$ cat config.mk
export PLATFORM = sky130hd
export DESIGN_NAME = pow2_clk_divider
export DESIGN_NICKNAME = d
export VERILOG_FILES = /design/src/rtl/pow2_clk_divider_pkg.sv /design/src/rtl/pow2_code_clamp.sv /design/src/rtl/pow2_period_counter.sv /design/src/rtl/pow2_wave_stage.sv /design/src/rtl/pow2_clk_divider.sv
export SDC_FILE = /design/constraint.sdc
export NUM_CORES = 1
export LEC_CHECK = 0
export BUFFER_PORTS_ARGS = -buffer_cell sky130_fd_sc_hd__buf_2
export CORE_ASPECT_RATIO = 1.2
export CORE_UTILIZATION = 59
export CTS_BUF_LIST = sky130_fd_sc_hd__clkbuf_8 sky130_fd_sc_hd__clkbuf_16
export DETAILED_ROUTE_END_ITERATION = 7
export HOLD_SLACK_MARGIN = 0.06
export PLACE_DENSITY = 0.77
export SYNTH_ARGS = -nofsm -noshare
export SYNTH_HDL_FRONTEND = slang
export SYNTH_SLANG_ARGS = --single-unit
export TNS_END_PERCENT = 50
$ cat constraint.sdc
create_clock -name clk_i -period 4 [get_ports clk_i]
set_clock_uncertainty 0.1 [all_clocks]
set_input_delay 0.8 -clock clk_i [delete_from_list [all_inputs] [get_ports clk_i]]
set_output_delay 0.8 -clock clk_i [all_outputs]
set_load 0.03 [all_outputs]
$ cat src/rtl/pow2_clk_divider_pkg.sv
package pow2_clk_divider_pkg;

   // Number of bits needed to hold an effective code 0..max_code.
   function automatic int unsigned act_bits(int unsigned max_code);
      return (max_code < 1) ? 1 : $clog2(max_code + 1);
   endfunction

endpackage

$ cat src/rtl/pow2_code_clamp.sv
module pow2_code_clamp #(
   parameter int unsigned CODE_W   = 4,
   parameter int unsigned MAX_CODE = 9,
   parameter int unsigned ACT_W    = 4
) (
   input  logic [CODE_W-1:0] code_i,
   output logic [ACT_W-1:0]  eff_o
);

   localparam int unsigned TOP_CODE = (1 << CODE_W) - 1;

   generate
      if (TOP_CODE > MAX_CODE) begin : g_clamp
         always_comb begin
            if (code_i > CODE_W'(MAX_CODE)) eff_o = ACT_W'(MAX_CODE);
            else                            eff_o = ACT_W'(code_i);
         end
      end else begin : g_pass
         always_comb eff_o = ACT_W'(code_i);
      end
   endgenerate

endmodule

$ cat src/rtl/pow2_period_counter.sv
module pow2_period_counter #(
   parameter int unsigned MAX_CODE = 9,
   parameter int unsigned ACT_W    = 4
) (
   input  logic                clk_i,
   input  logic                rst_ni,
   input  logic [ACT_W-1:0]    eff_i,
   output logic [MAX_CODE-1:0] cnt_q,
   output logic [ACT_W-1:0]    act_q,
   output logic                last_o,
   output logic [MAX_CODE-1:0] cnt_n_o,
   output logic [ACT_W-1:0]    act_n_o
);

   localparam int unsigned CNT_W = MAX_CODE;

   logic [CNT_W-1:0] end_mask;

   // Terminal count of the active period: 2^act - 1.
   always_comb begin
      end_mask = CNT_W'((32'd1 << act_q) - 32'd1);
      last_o   = (cnt_q == end_mask);
   end

   always_comb begin
      if (last_o) begin
         cnt_n_o = '0;
         act_n_o = eff_i;
      end else begin
         cnt_n_o = cnt_q + 1'b1;
         act_n_o = act_q;
      end
   end

   always_ff @(posedge clk_i or negedge rst_ni) begin
      if (!rst_ni) begin
         cnt_q <= '0;
         act_q <= '0;
      end else begin
         cnt_q <= cnt_n_o;
         act_q <= act_n_o;
      end
   end

   // the adopted code only moves on the last cycle of a period
   a_r5_code_held: assert property (@(posedge clk_i) disable iff (!rst_ni)
      !last_o |=> $stable(act_q));

   // after a period end the count restarts from zero
   a_r1_restart: assert property (@(posedge clk_i) disable iff (!rst_ni)
      last_o |=> (cnt_q == '0));

   // the adopted code never exceeds the clamp limit
   a_r3_clamped: assert property (@(posedge clk_i) disable iff (!rst_ni)
      act_q <= ACT_W'(MAX_CODE));

endmodule

$ cat src/rtl/pow2_wave_stage.sv
module pow2_wave_stage #(
   parameter int unsigned MAX_CODE = 9,
   parameter int unsigned ACT_W    = 4
) (
   input  logic                clk_i,
   input  logic                rst_ni,
   input  logic [MAX_CODE-1:0] cnt_n_i,
   input  logic [ACT_W-1:0]    act_n_i,
   output logic                wave_q
);

   localparam int unsigned SEL_N = 1 << ACT_W;

   logic [SEL_N-1:0] half_bit;
   logic             wave_d;

   // half_bit[c] is the bit of the next count that marks the second half of a 2^c period
   assign half_bit[0] = 1'b0;
   generate
      for (genvar i = 1; i < SEL_N; i++) begin : g_sel
         if (i <= MAX_CODE) begin : g_live
            assign half_bit[i] = cnt_n_i[i-1];
         end else begin : g_dead
            assign half_bit[i] = 1'b0;
         end
      end
   endgenerate

   assign wave_d = half_bit[act_n_i];

   always_ff @(posedge clk_i or negedge rst_ni) begin
      if (!rst_ni) wave_q <= 1'b0;
      else         wave_q <= wave_d;
   end

endmodule

$ cat src/rtl/pow2_clk_divider.sv
module pow2_clk_divider #(
   parameter int unsigned CODE_W   = 4,
   parameter int unsigned MAX_CODE = 9
) (
   input  logic              clk_i,
   input  logic              rst_ni,
   input  logic [CODE_W-1:0] code_i,
   output logic              div_o,
   output logic              tick_o
);

   localparam int unsigned ACT_W = pow2_clk_divider_pkg::act_bits(MAX_CODE);

   initial begin
      assert (MAX_CODE >= 1)
         else $error("MAX_CODE must be at least 1");
      assert (MAX_CODE <= 30)
         else $error("MAX_CODE must not exceed 30");
      assert (MAX_CODE < (1 << CODE_W))
         else $error("CODE_W too narrow to reach MAX_CODE");
   end

   logic [ACT_W-1:0]    eff;
   logic [MAX_CODE-1:0] cnt_q;
   logic [ACT_W-1:0]    act_q;
   logic                last;
   logic [MAX_CODE-1:0] cnt_n;
   logic [ACT_W-1:0]    act_n;
   logic                wave_q;
   logic                bypass;

   pow2_code_clamp #(
      .CODE_W   (CODE_W),
      .MAX_CODE (MAX_CODE),
      .ACT_W    (ACT_W)
   ) i_clamp (
      .code_i (code_i),
      .eff_o  (eff)
   );

   pow2_period_counter #(
      .MAX_CODE (MAX_CODE),
      .ACT_W    (ACT_W)
   ) i_count (
      .clk_i   (clk_i),
      .rst_ni  (rst_ni),
      .eff_i   (eff),
      .cnt_q   (cnt_q),
      .act_q   (act_q),
      .last_o  (last),
      .cnt_n_o (cnt_n),
      .act_n_o (act_n)
   );

   pow2_wave_stage #(
      .MAX_CODE (MAX_CODE),
      .ACT_W    (ACT_W)
   ) i_wave (
      .clk_i   (clk_i),
      .rst_ni  (rst_ni),
      .cnt_n_i (cnt_n),
      .act_n_i (act_n),
      .wave_q  (wave_q)
   );

   assign bypass = rst_ni && (act_q == '0);
   assign div_o  = bypass ? clk_i : wave_q;
   assign tick_o = rst_ni && last;

   // every divided period starts in its low half
   a_r4_starts_low: assert property (@(posedge clk_i) disable iff (!rst_ni)
      ((act_q != '0) && (cnt_q == '0)) |-> !wave_q);

   // the strobe cycle lies in the high half of a divided period
   a_r4_ends_high: assert property (@(posedge clk_i) disable iff (!rst_ni)
      ((act_q != '0) && tick_o) |-> wave_q);

endmodule

==> results_dict.tcl, run 1 <==
set metrics [dict create \
    ys.warnings.count 0 \
    seq_area_sq_um 350.3 \
    post_synth.cell_area_avg_sq_um 8.253 \
    tightest_slew_ps 578.9 \
    worst_rel_slew_slack_pct 61.40 \
    drc_viols 0 \
    largest_driver_fanout_on_the_critical_path 20 \
    post_synthesis_cell_type_count 42 \
    worst_setup_path_start_kind "flop" \
    coreArea_sq_um 1851 \
    die_area_sq_um 2155 \
    buffer_and_inverter_count_on_the_worst_path 1 \
    syn_inst 141 \
    rsz0062_at_grt "false" \
    finish.utilization_pct 67.61 \
    synth.yosys.seq_area_share_pct 30.11 \
    crit_type "flop to output pin" \
    avgRoutedWirePerCell_um 16.76 \
    io-pin-count 8 \
    crit_arrival_ps 2780 \
    total_negative_slack_for_setup_checks_ps 0 \
    antenna_violations_before_repair 0 \
    antennaDiodeCount 0 \
    grt_first_pass_wirelength_um 4616 \
    max_stage_delay_ps 710 \
    nets 152 \
    crit_required_ps 3100 \
    timing.final.hold_violations 0 \
    final_antenna_net_count 0 \
    run_status "finished, final reports clean" \
    dp_hpwl_um 1687 \
    cts_tree "yes" \
    total_via_count_in_the_routed_design 1040 \
    end_kind "output pin" \
    post_cts_buffers 0 \
    placement_rows 17 \
    die_h_um 50.65 \
    power.leakage_nw 0.5034 \
    final_max_slew_viol_count 0 \
    detailed_place.area_sq_um 1155 \
    timing.critical_path.cells "nor2_1 > nand2_1 > ha_1 > nor4_1 > a21o_1 > a22oi_1 > xnor2_1 > and4_1 > and2_1 > buf_2" \
    drt_iter0_drc 47 \
    clock_insertion_delay_worst_skew_ps 360 \
    drt-total-wl_um 2715 \
    timing.hold.worst.class "input pin to async pin" \
    post_syn_nets 149 \
    critical-path-slowest-cell "sky130_fd_sc_hd__dfrtp_1" \
    max_freq_mhz 271.9 \
    ys_async_sr_fraction_pct 100.0 \
    gp_congestion 0.8567 \
    worst-r2r-setup-slack_ps 1120 \
    post_cts_hold_buffer_count 0 \
    cap_viol_max_count 0 \
    total_area_of_multi_input_combinational_cells_sq_um 711.9 \
    path_clk_slew_ps 60 \
    critical_path.top_delay_family "flip-flops" \
    pre_cts_ws_ps 692.5 \
    synth_seq_cells 14 \
    number_of_enable_type_register_cells_in_the_synthesized_netlist 0 \
    layout-area-overhead-vs-synth_pct 7.527 \
    final_layout_size_suffix_gt1_share_pct 16.08 \
    grt_start_max_net_pins 24 \
    chipWidth_um 42.54 \
    synthesis.area_sq_um 1164 \
    firstDrtPassIters 5 \
    cts-resized-gates 0 \
    power.density_cell_area_nw_per_um2 667.0 \
    grt.overflow.total 0 \
    number_of_filler_instances_in_the_final_layout 144 \
    post-route-cell-area_sq_um 1251 \
    worst_vdd_rail_ir_drop_v 0.0004455 \
    track_usage_pct 29.05 \
    setup_slack_ps 321.8 \
    hold-worst-slack_ps 274.2 \
    drt-vias-per-instance 6.420 \
    period_share_pct 91.95 \
    vias_in_the_first_global_route 1023 \
    numPortBuffers 7 \
    postSynth.topFlopCell "sky130_fd_sc_hd__dfrtp_1" \
    floorplan.initialDensity_pct 62.88 \
    finalWorstPathRequiredPeriod_ps 3678 \
    timing.final.setup_violations 0 \
]
-- flip-flops by register name, summed over array words and instances, names as in the netlist --
name	count
i_count.cnt_q	9
i_wave.wave_q	1
i_count.act_q	4
-- cell usage after synthesis (all sizes together), types with 2 or more instances --
master	count	share of area, %
a31oi	2	1.1
xnor2	10	7.5
nor4	4	2.7
clkbuf	5	1.6
dfrtp	14	30
nor3b	2	1.3
a211oi	2	1.3
mux2i	2	1.7
nand2b	4	2.2
mux2	4	3.9
nand4	3	1.6
nor2b	3	1.6
and3	2	1.1
nor2	19	6.1
nand3	6	2.6
and2	2	1.1
nor3	5	2.2
a32oi	2	1.5
a21o	2	1.3
a21oi	4	1.7
o21ai	7	3.0
inv	3	0.97
nand2	6	1.9
buf	10	6.1
o211ai	2	1.3
or3	2	1.5
o32a	2	1.7
xor2	2	1.5
ha	2	2.2
-- path summary, 6_finish.rpt --
| path | cells after the start | from | endpoint |
|---|---|---|---|
| min reg2reg | 2 | i_count.cnt_q[6] | i_count.cnt_q[6] |
| max | 10 | i_count.act_q[3] | tick_o |
| max in group asynchronous | 2 | rst_ni | i_count.cnt_q[2] |
| max reg2reg | 10 | i_count.act_q[3] | i_count.act_q[0] |
| min in group clk_i | 2 | i_count.cnt_q[6] | i_count.cnt_q[6] |
| min | 2 | rst_ni | i_count.cnt_q[8] |
-- layout by cell type (no fill, tap or decap), types with 4 or more instances in the layout --
cell / n
sky130_fd_sc_hd__mux2_2: 4
sky130_fd_sc_hd__clkbuf_8: 7
sky130_fd_sc_hd__nand2_1: 6
sky130_fd_sc_hd__buf_2: 7
sky130_fd_sc_hd__nor3_1: 5
sky130_fd_sc_hd__nor2_1: 19
sky130_fd_sc_hd__dfrtp_1: 14
sky130_fd_sc_hd__nand3_1: 6
sky130_fd_sc_hd__xnor2_1: 10
sky130_fd_sc_hd__o21ai_0: 7
sky130_fd_sc_hd__a21oi_1: 4
sky130_fd_sc_hd__nand2b_1: 4
-- layout make-up --
type | count | share of cell area [%]
inverters | 3 | 0.9000
repair buffers | 9 | 4.200
well taps | 19 | 1.900
flip-flops and latches | 14 | 28.00
multi-input cells | 109 | 56.90
clock buffers | 8 | 8.100
-- report_power, final --
| part | switching [mW] | total [mW] | internal [mW] |
|---|---|---|---|
| Sequential | 0.103 | 0.288 | 0.185 |
| Combinational | 0.157 | 0.308 | 0.151 |
| Clock | 0.0808 | 0.239 | 0.158 |
| Total | 0.341 | 0.835 | 0.494 |
-- layer usage --
metal	vias to the layer above	part of all wire, %	GRT usage [%]
li1	505	-	-
met1	478	46	37.30
met2	46	48	44.87
met3	11	4.3	7.554
met4	0	2.5	14.58
met5	-	0	0
-- per-stage QoR --
stage	power [mW]	instances
floorplan	0.5499	141
global placement	0.5918	155
detailed placement	0.6009	155
CTS	0.8268	162
global route	0.8912	162
finish	0.8346	162
-- logic make-up after synthesis --
group           count (synthesis)  synth area share [%]
xor+xnor                       12                 9.032
flops                          14                 30.11
buf+inv                        18                 8.709
simple gates                   62                 28.60
compound gates                 27                 15.81
mux                             6                 5.591
fa+ha+maj                       2                 2.150
Power figures use the tool's default switching activity.
==> run 2, diff against run 1 <==
- CTS_BUF_LIST: sky130_fd_sc_hd__clkbuf_8 sky130_fd_sc_hd__clkbuf_16 -> unset
==> run 2 against run 1 <==
Sequential cell count stayed put. Register-to-register slack better by 40 ps. Die area stayed put. Combinational power is 3% lower. Clock power is 32% lower. Sequential share of layout area is 0.94 points higher. Global-route usage is 1.9 points lower. Fmax is 0.13% higher. Final area is 2.9% lower. Critical path depth is 1 lower. Total power is 10% lower. First-iteration DRC count is 13% lower. Critical endpoint unchanged.
==> results_dict.tcl, run 2 (same netlist as run 1, synthesis figures left out) <==
set metrics [dict create \
    run_status "finished, final reports clean" \
    total_switching_power_uw 317.5 \
    end_kind "output pin" \
    crit_arrival_ps 2770 \
    power_switching_share_pct 42.42 \
    tightest_slew_ps 439.9 \
    crit_required_ps 3100 \
    dp.cells 155 \
    grt.overflow.total 0 \
    detailed_place.area_sq_um 1155 \
    final_antenna_net_count 0 \
    nets 152 \
    dp_hpwl_um 1687 \
    die_h_um 50.65 \
    timing.hold.worst.class "input pin to async pin" \
    track_usage_pct 27.18 \
    timing.critical_path.cells "nor2_1 > nand2_1 > ha_1 > nor3b_1 > o211ai_1 > a32oi_1 > and4_1 > and2_1 > buf_2" \
    biggestRegsByFlops "i_count.cnt_q: 9 flops, i_count.act_q: 4 flops, i_wave.wave_q: 1 flops" \
    total_area_of_multi_input_combinational_cells_sq_um 711.9 \
    rsz0062_at_grt "false" \
    sequential_power_share_pct 38.1 \
    worst_r2r_path_depth 9 \
    antennaDiodeCount 0 \
    floorplan.initialDensity_pct 62.88 \
    power.leakage_nw 0.4869 \
    power.clock.fraction_pct 21.8 \
    largest_register "i_count.cnt_q" \
    avgRoutedWirePerCell_um 15.10 \
    drt_iter0_drc 41 \
    worst_setup_path_start_kind "flop" \
    final_cell_mix "sky130_fd_sc_hd__nor2_1 (19), sky130_fd_sc_hd__dfrtp_1 (13), sky130_fd_sc_hd__xnor2_1 (10), sky130_fd_sc_hd__o21ai_0 (7), sky130_fd_sc_hd__buf_2 (7)" \
    max_stage_delay_ps 540 \
    crit_type "flop to output pin" \
    hold-worst-slack_ps 226.1 \
    final_layout_size_suffix_gt1_share_pct 16.78 \
    drt-total-wl_um 2446 \
    layout-area-overhead-vs-synth_pct 4.409 \
    drc_viols 0 \
    period_share_pct 91.83 \
    coreArea_sq_um 1851 \
    total_negative_slack_for_setup_checks_ps 0 \
    post-route-cell-area_sq_um 1215 \
    cellInternalPower_uw 431.0 \
    total_via_count_in_the_routed_design 998 \
    gp_congestion 0.8567 \
    post_cts_buffers 0 \
    largest_driver_fanout_on_the_critical_path 15 \
    seq_area_sq_um 351.6 \
    number_of_filler_instances_in_the_final_layout 151 \
    clock_insertion_delay_worst_skew_ps 400 \
    antenna_violations_before_repair 0 \
    io-pin-count 8 \
    layout.cells.most_common "sky130_fd_sc_hd__nor2_1" \
    chipWidth_um 42.54 \
    grt_first_pass_wirelength_um 4319 \
    timing.final.hold_violations 0 \
    power.density_cell_area_nw_per_um2 616.1 \
    grt_start_max_net_pins 24 \
    largest_register_ffs 9 \
    worst_rel_slew_slack_pct 70.67 \
    finalWorstPathRequiredPeriod_ps 3673 \
    vias_in_the_first_global_route 1009 \
    pwr-share-comb_pct 40.1 \
    path_clk_slew_ps 80 \
    cap_viol_max_count 0 \
    max_freq_mhz 272.2 \
    final_max_slew_viol_count 0 \
    firstDrtPassIters 4 \
    die_area_sq_um 2155 \
    timing.final.setup_violations 0 \
    numPortBuffers 7 \
    cts_tree "yes" \
    worst_vdd_rail_ir_drop_v 0.0004214 \
    critical-path-slowest-cell "sky130_fd_sc_hd__dfrtp_1" \
    placement_rows 17 \
    drt-vias-per-instance 6.160 \
    stdcell_count 162 \
]
## run 2: path summary, 6_finish.rpt
path | startpoint | to | slack [ps]
min | rst_ni | i_count.cnt_q[8] | 230
max in group asynchronous | rst_ni | i_count.act_q[3] | 3380
min reg2reg | i_count.cnt_q[0] | i_count.cnt_q[0] | 550
max | i_count.act_q[2] | tick_o | 330
min in group clk_i | i_count.cnt_q[0] | i_count.cnt_q[0] | 550
max reg2reg | i_count.act_q[2] | i_count.act_q[0] | 1160
## run 2: power groups by stage
stage / clock network (mW) / registers (mW) / logic (mW)
2_1_floorplan: 0.0163 / 0.211 / 0.323
3_3_place_gp: 0.0200 / 0.281 / 0.291
3_5_place_dp: 0.0200 / 0.285 / 0.296
4_1_cts: 0.169 / 0.282 / 0.299
5_1_grt: 0.177 / 0.296 / 0.341
6_report: 0.163 / 0.285 / 0.300
## run 2: critical path, delay by kind of cell, from the launching register on
family | cells | cell delay, ps
compound gates | 2 | 340
simple gates | 5 | 960
flops | 1 | 540
buf+inv | 1 | 190
fa+ha+maj | 1 | 340
## run 2: cell type report
class | count | share of cell area, %
clock buffers | 8 | 5.252
inverters | 3 | 0.9269
multi-input cells | 109 | 58.60
flip-flops and latches | 14 | 28.94
well taps | 19 | 1.957
repair buffers | 9 | 4.325
## run 2: routing by layer
layer / part of all wire [%] / global-route usage (%)
met2: 51 / 39.49
met3: 4.8 / 4.676
met5: 0 / 0
met4: 0.86 / 20.83
met1: 43 / 35.47
## run 2: stage by stage
stage,setup WS [ps],total power [mW],utilization [%]
after CTS,268.1,0.7503,65.58
after floorplan,639.5,0.5499,-
after global placement,692.5,0.5918,62.41
final,326.6,0.7486,65.65
after global routing,32.50,0.8143,65.65
after detailed placement,692.5,0.6009,62.41
## run 2: what timing repair did
item	in CTS	in global routing
gates resized for setup	0	1
hold buffers	0	0
setup endpoints to repair	0	1
==> run 3, diff against run 2 <==
- CORE_ASPECT_RATIO: 1.2 -> 1.25
==> run 3 against run 2 <==
Routed wire length grew 5.8%. Largest power group unchanged. Critical path depth is the same. Worst setup slack gained 11 ps. Non-clock buffer count is the same.
==> results_dict.tcl, run 3 (same netlist as run 1, synthesis figures left out) <==
set metrics [dict create \
    clock_insertion_delay_worst_skew_ps 400 \
    path_clk_slew_ps 80 \
    post_cts_buffers 0 \
    total_negative_slack_for_setup_checks_ps 0 \
    layout-area-overhead-vs-synth_pct 3.333 \
    rsz0062_at_grt "false" \
    end_kind "output pin" \
    critical_path.top_delay_family "simple AND/OR/NAND/NOR gates" \
    final_antenna_net_count 0 \
    worst-r2r-setup-slack_ps 1170 \
    largest_register_ffs 9 \
    timing.hold.worst.class "input pin to async pin" \
    run_status "finished, final reports clean" \
    layout.cells.most_common "sky130_fd_sc_hd__nor2_1" \
    worst_r2r_path_depth 9 \
    cts_tree "yes" \
    drt-total-wl_um 2587 \
    drt_iter0_drc 50 \
    period_share_pct 91.56 \
    chipWidth_um 41.72 \
    die_area_sq_um 2155 \
    floorplan.initialDensity_pct 64.36 \
    cap_viol_max_count 0 \
    final_cell_mix "sky130_fd_sc_hd__nor2_1 (19), sky130_fd_sc_hd__dfrtp_1 (12), sky130_fd_sc_hd__xnor2_1 (10), sky130_fd_sc_hd__o21ai_0 (7), sky130_fd_sc_hd__buf_2 (7)" \
    grt_first_pass_wirelength_um 4402 \
    antennaDiodeCount 0 \
    placement_rows 17 \
    io-pin-count 8 \
    final_max_slew_viol_count 0 \
    crit_arrival_ps 2760 \
    buffer_and_inverter_count_on_the_worst_path 2 \
    timing.final.hold_violations 0 \
    tightest_slew_ps 365.4 \
    drt-vias-per-instance 6.410 \
    worst_r2r_endpoint "i_count.act_q[0]" \
    critical-path-slowest-cell "sky130_fd_sc_hd__dfrtp_1" \
    timing.final.setup_violations 0 \
    timing.critical_path.cells "inv_1 > nand3_1 > ha_1 > nor3b_1 > o211ai_1 > a32oi_1 > and4_1 > and2_1 > buf_2" \
    die_h_um 51.65 \
    worst_setup_path_start_kind "flop" \
    crit_type "flop to output pin" \
    finalWorstPathRequiredPeriod_ps 3662 \
    numPortBuffers 7 \
    grt_start_max_net_pins 24 \
    largest_register "i_count.cnt_q" \
    hold-worst-slack_ps 225.4 \
    gp_congestion 0.8813 \
    seq_area_sq_um 352.8 \
    antenna_violations_before_repair 0 \
    total_area_of_multi_input_combinational_cells_sq_um 711.9 \
    worst_vdd_rail_ir_drop_v 0.0004163 \
    grt.overflow.total 0 \
    nets 152 \
    number_of_filler_instances_in_the_final_layout 159 \
    power.density_cell_area_nw_per_um2 613.8 \
    total_via_count_in_the_routed_design 1032 \
    biggestRegsByFlops "i_count.cnt_q: 9 flops, i_count.act_q: 4 flops, i_wave.wave_q: 1 flops" \
    crit_required_ps 3100 \
    coreArea_sq_um 1808 \
    max_stage_delay_ps 480 \
    drc_viols 0 \
    firstDrtPassIters 4 \
    worst_rel_slew_slack_pct 75.64 \
    vias_in_the_first_global_route 952 \
    track_usage_pct 28.72 \
    reg2reg_from "i_count.act_q[1]" \
    dp_hpwl_um 1789 \
    max_freq_mhz 273.0 \
    power.leakage_nw 0.4784 \
    avgRoutedWirePerCell_um 16.07 \
    largest_driver_fanout_on_the_critical_path 11 \
    final_layout_size_suffix_gt1_share_pct 16.90 \
]
run 3: cell types whose count changed in the layout (fill, tap and decap cells not counted), sizes merged:
cell / before / now
clkbuf: 7 / 6
run 3: worst max-delay path by stage:
stage                     cells after the start      to  slack (ps)              from
after CTS                                    10  tick_o         240  i_count.act_q[3]
final                                         9  tick_o         340  i_count.act_q[1]
after global routing                         10  tick_o          90  i_count.act_q[2]
after floorplan                              12  tick_o         640  i_count.act_q[0]
after detailed placement                     10  tick_o         680  i_count.act_q[3]
after global placement                        2   div_o         690             clk_i
run 3: routing by layer:
layer  part of all wire, %  up-vias  global-route usage (%)
met4                   3.8        0                   24.73
li1                      -      503                       -
met3                   5.7       11                   6.944
met2                    49       40                   42.97
met5                     0        -                       0
met1                    42      478                   34.37
run 3: final cells by class:
type	count	share of cell area, %
Inverter	3	0.9365
Multi-Input combinational cell	109	59.21
Timing Repair Buffer	9	4.370
Tap cell	19	1.977
Clock buffer	7	4.162
Sequential cell	14	29.34
run 3: stage by stage:
step           total power [mW]  util, %  instances  area [sq um]  worst slack [ps]
2_1_floorplan            0.5499        -        141          1164             639.5
3_3_place_gp             0.5945    63.88        155          1155             692.5
3_5_place_dp             0.6089    63.88        155          1155             679.8
4_1_cts                  0.7386    66.37        161          1200             243.0
5_1_grt                  0.8023    66.51        161          1202             88.11
6_report                 0.7380    66.51        161          1202             337.6
run 3: what timing repair did:
action / 4_1_cts / 5_1_grt
hold buffers: 0 / 0
setup endpoints to repair: 0 / 1
gates resized for setup: 0 / 2
run 3: power by group:
part / internal, mW / switching [mW]
clock network: 0.0757 / 0.0705
registers: 0.186 / 0.101
logic: 0.150 / 0.155
total: 0.412 / 0.326
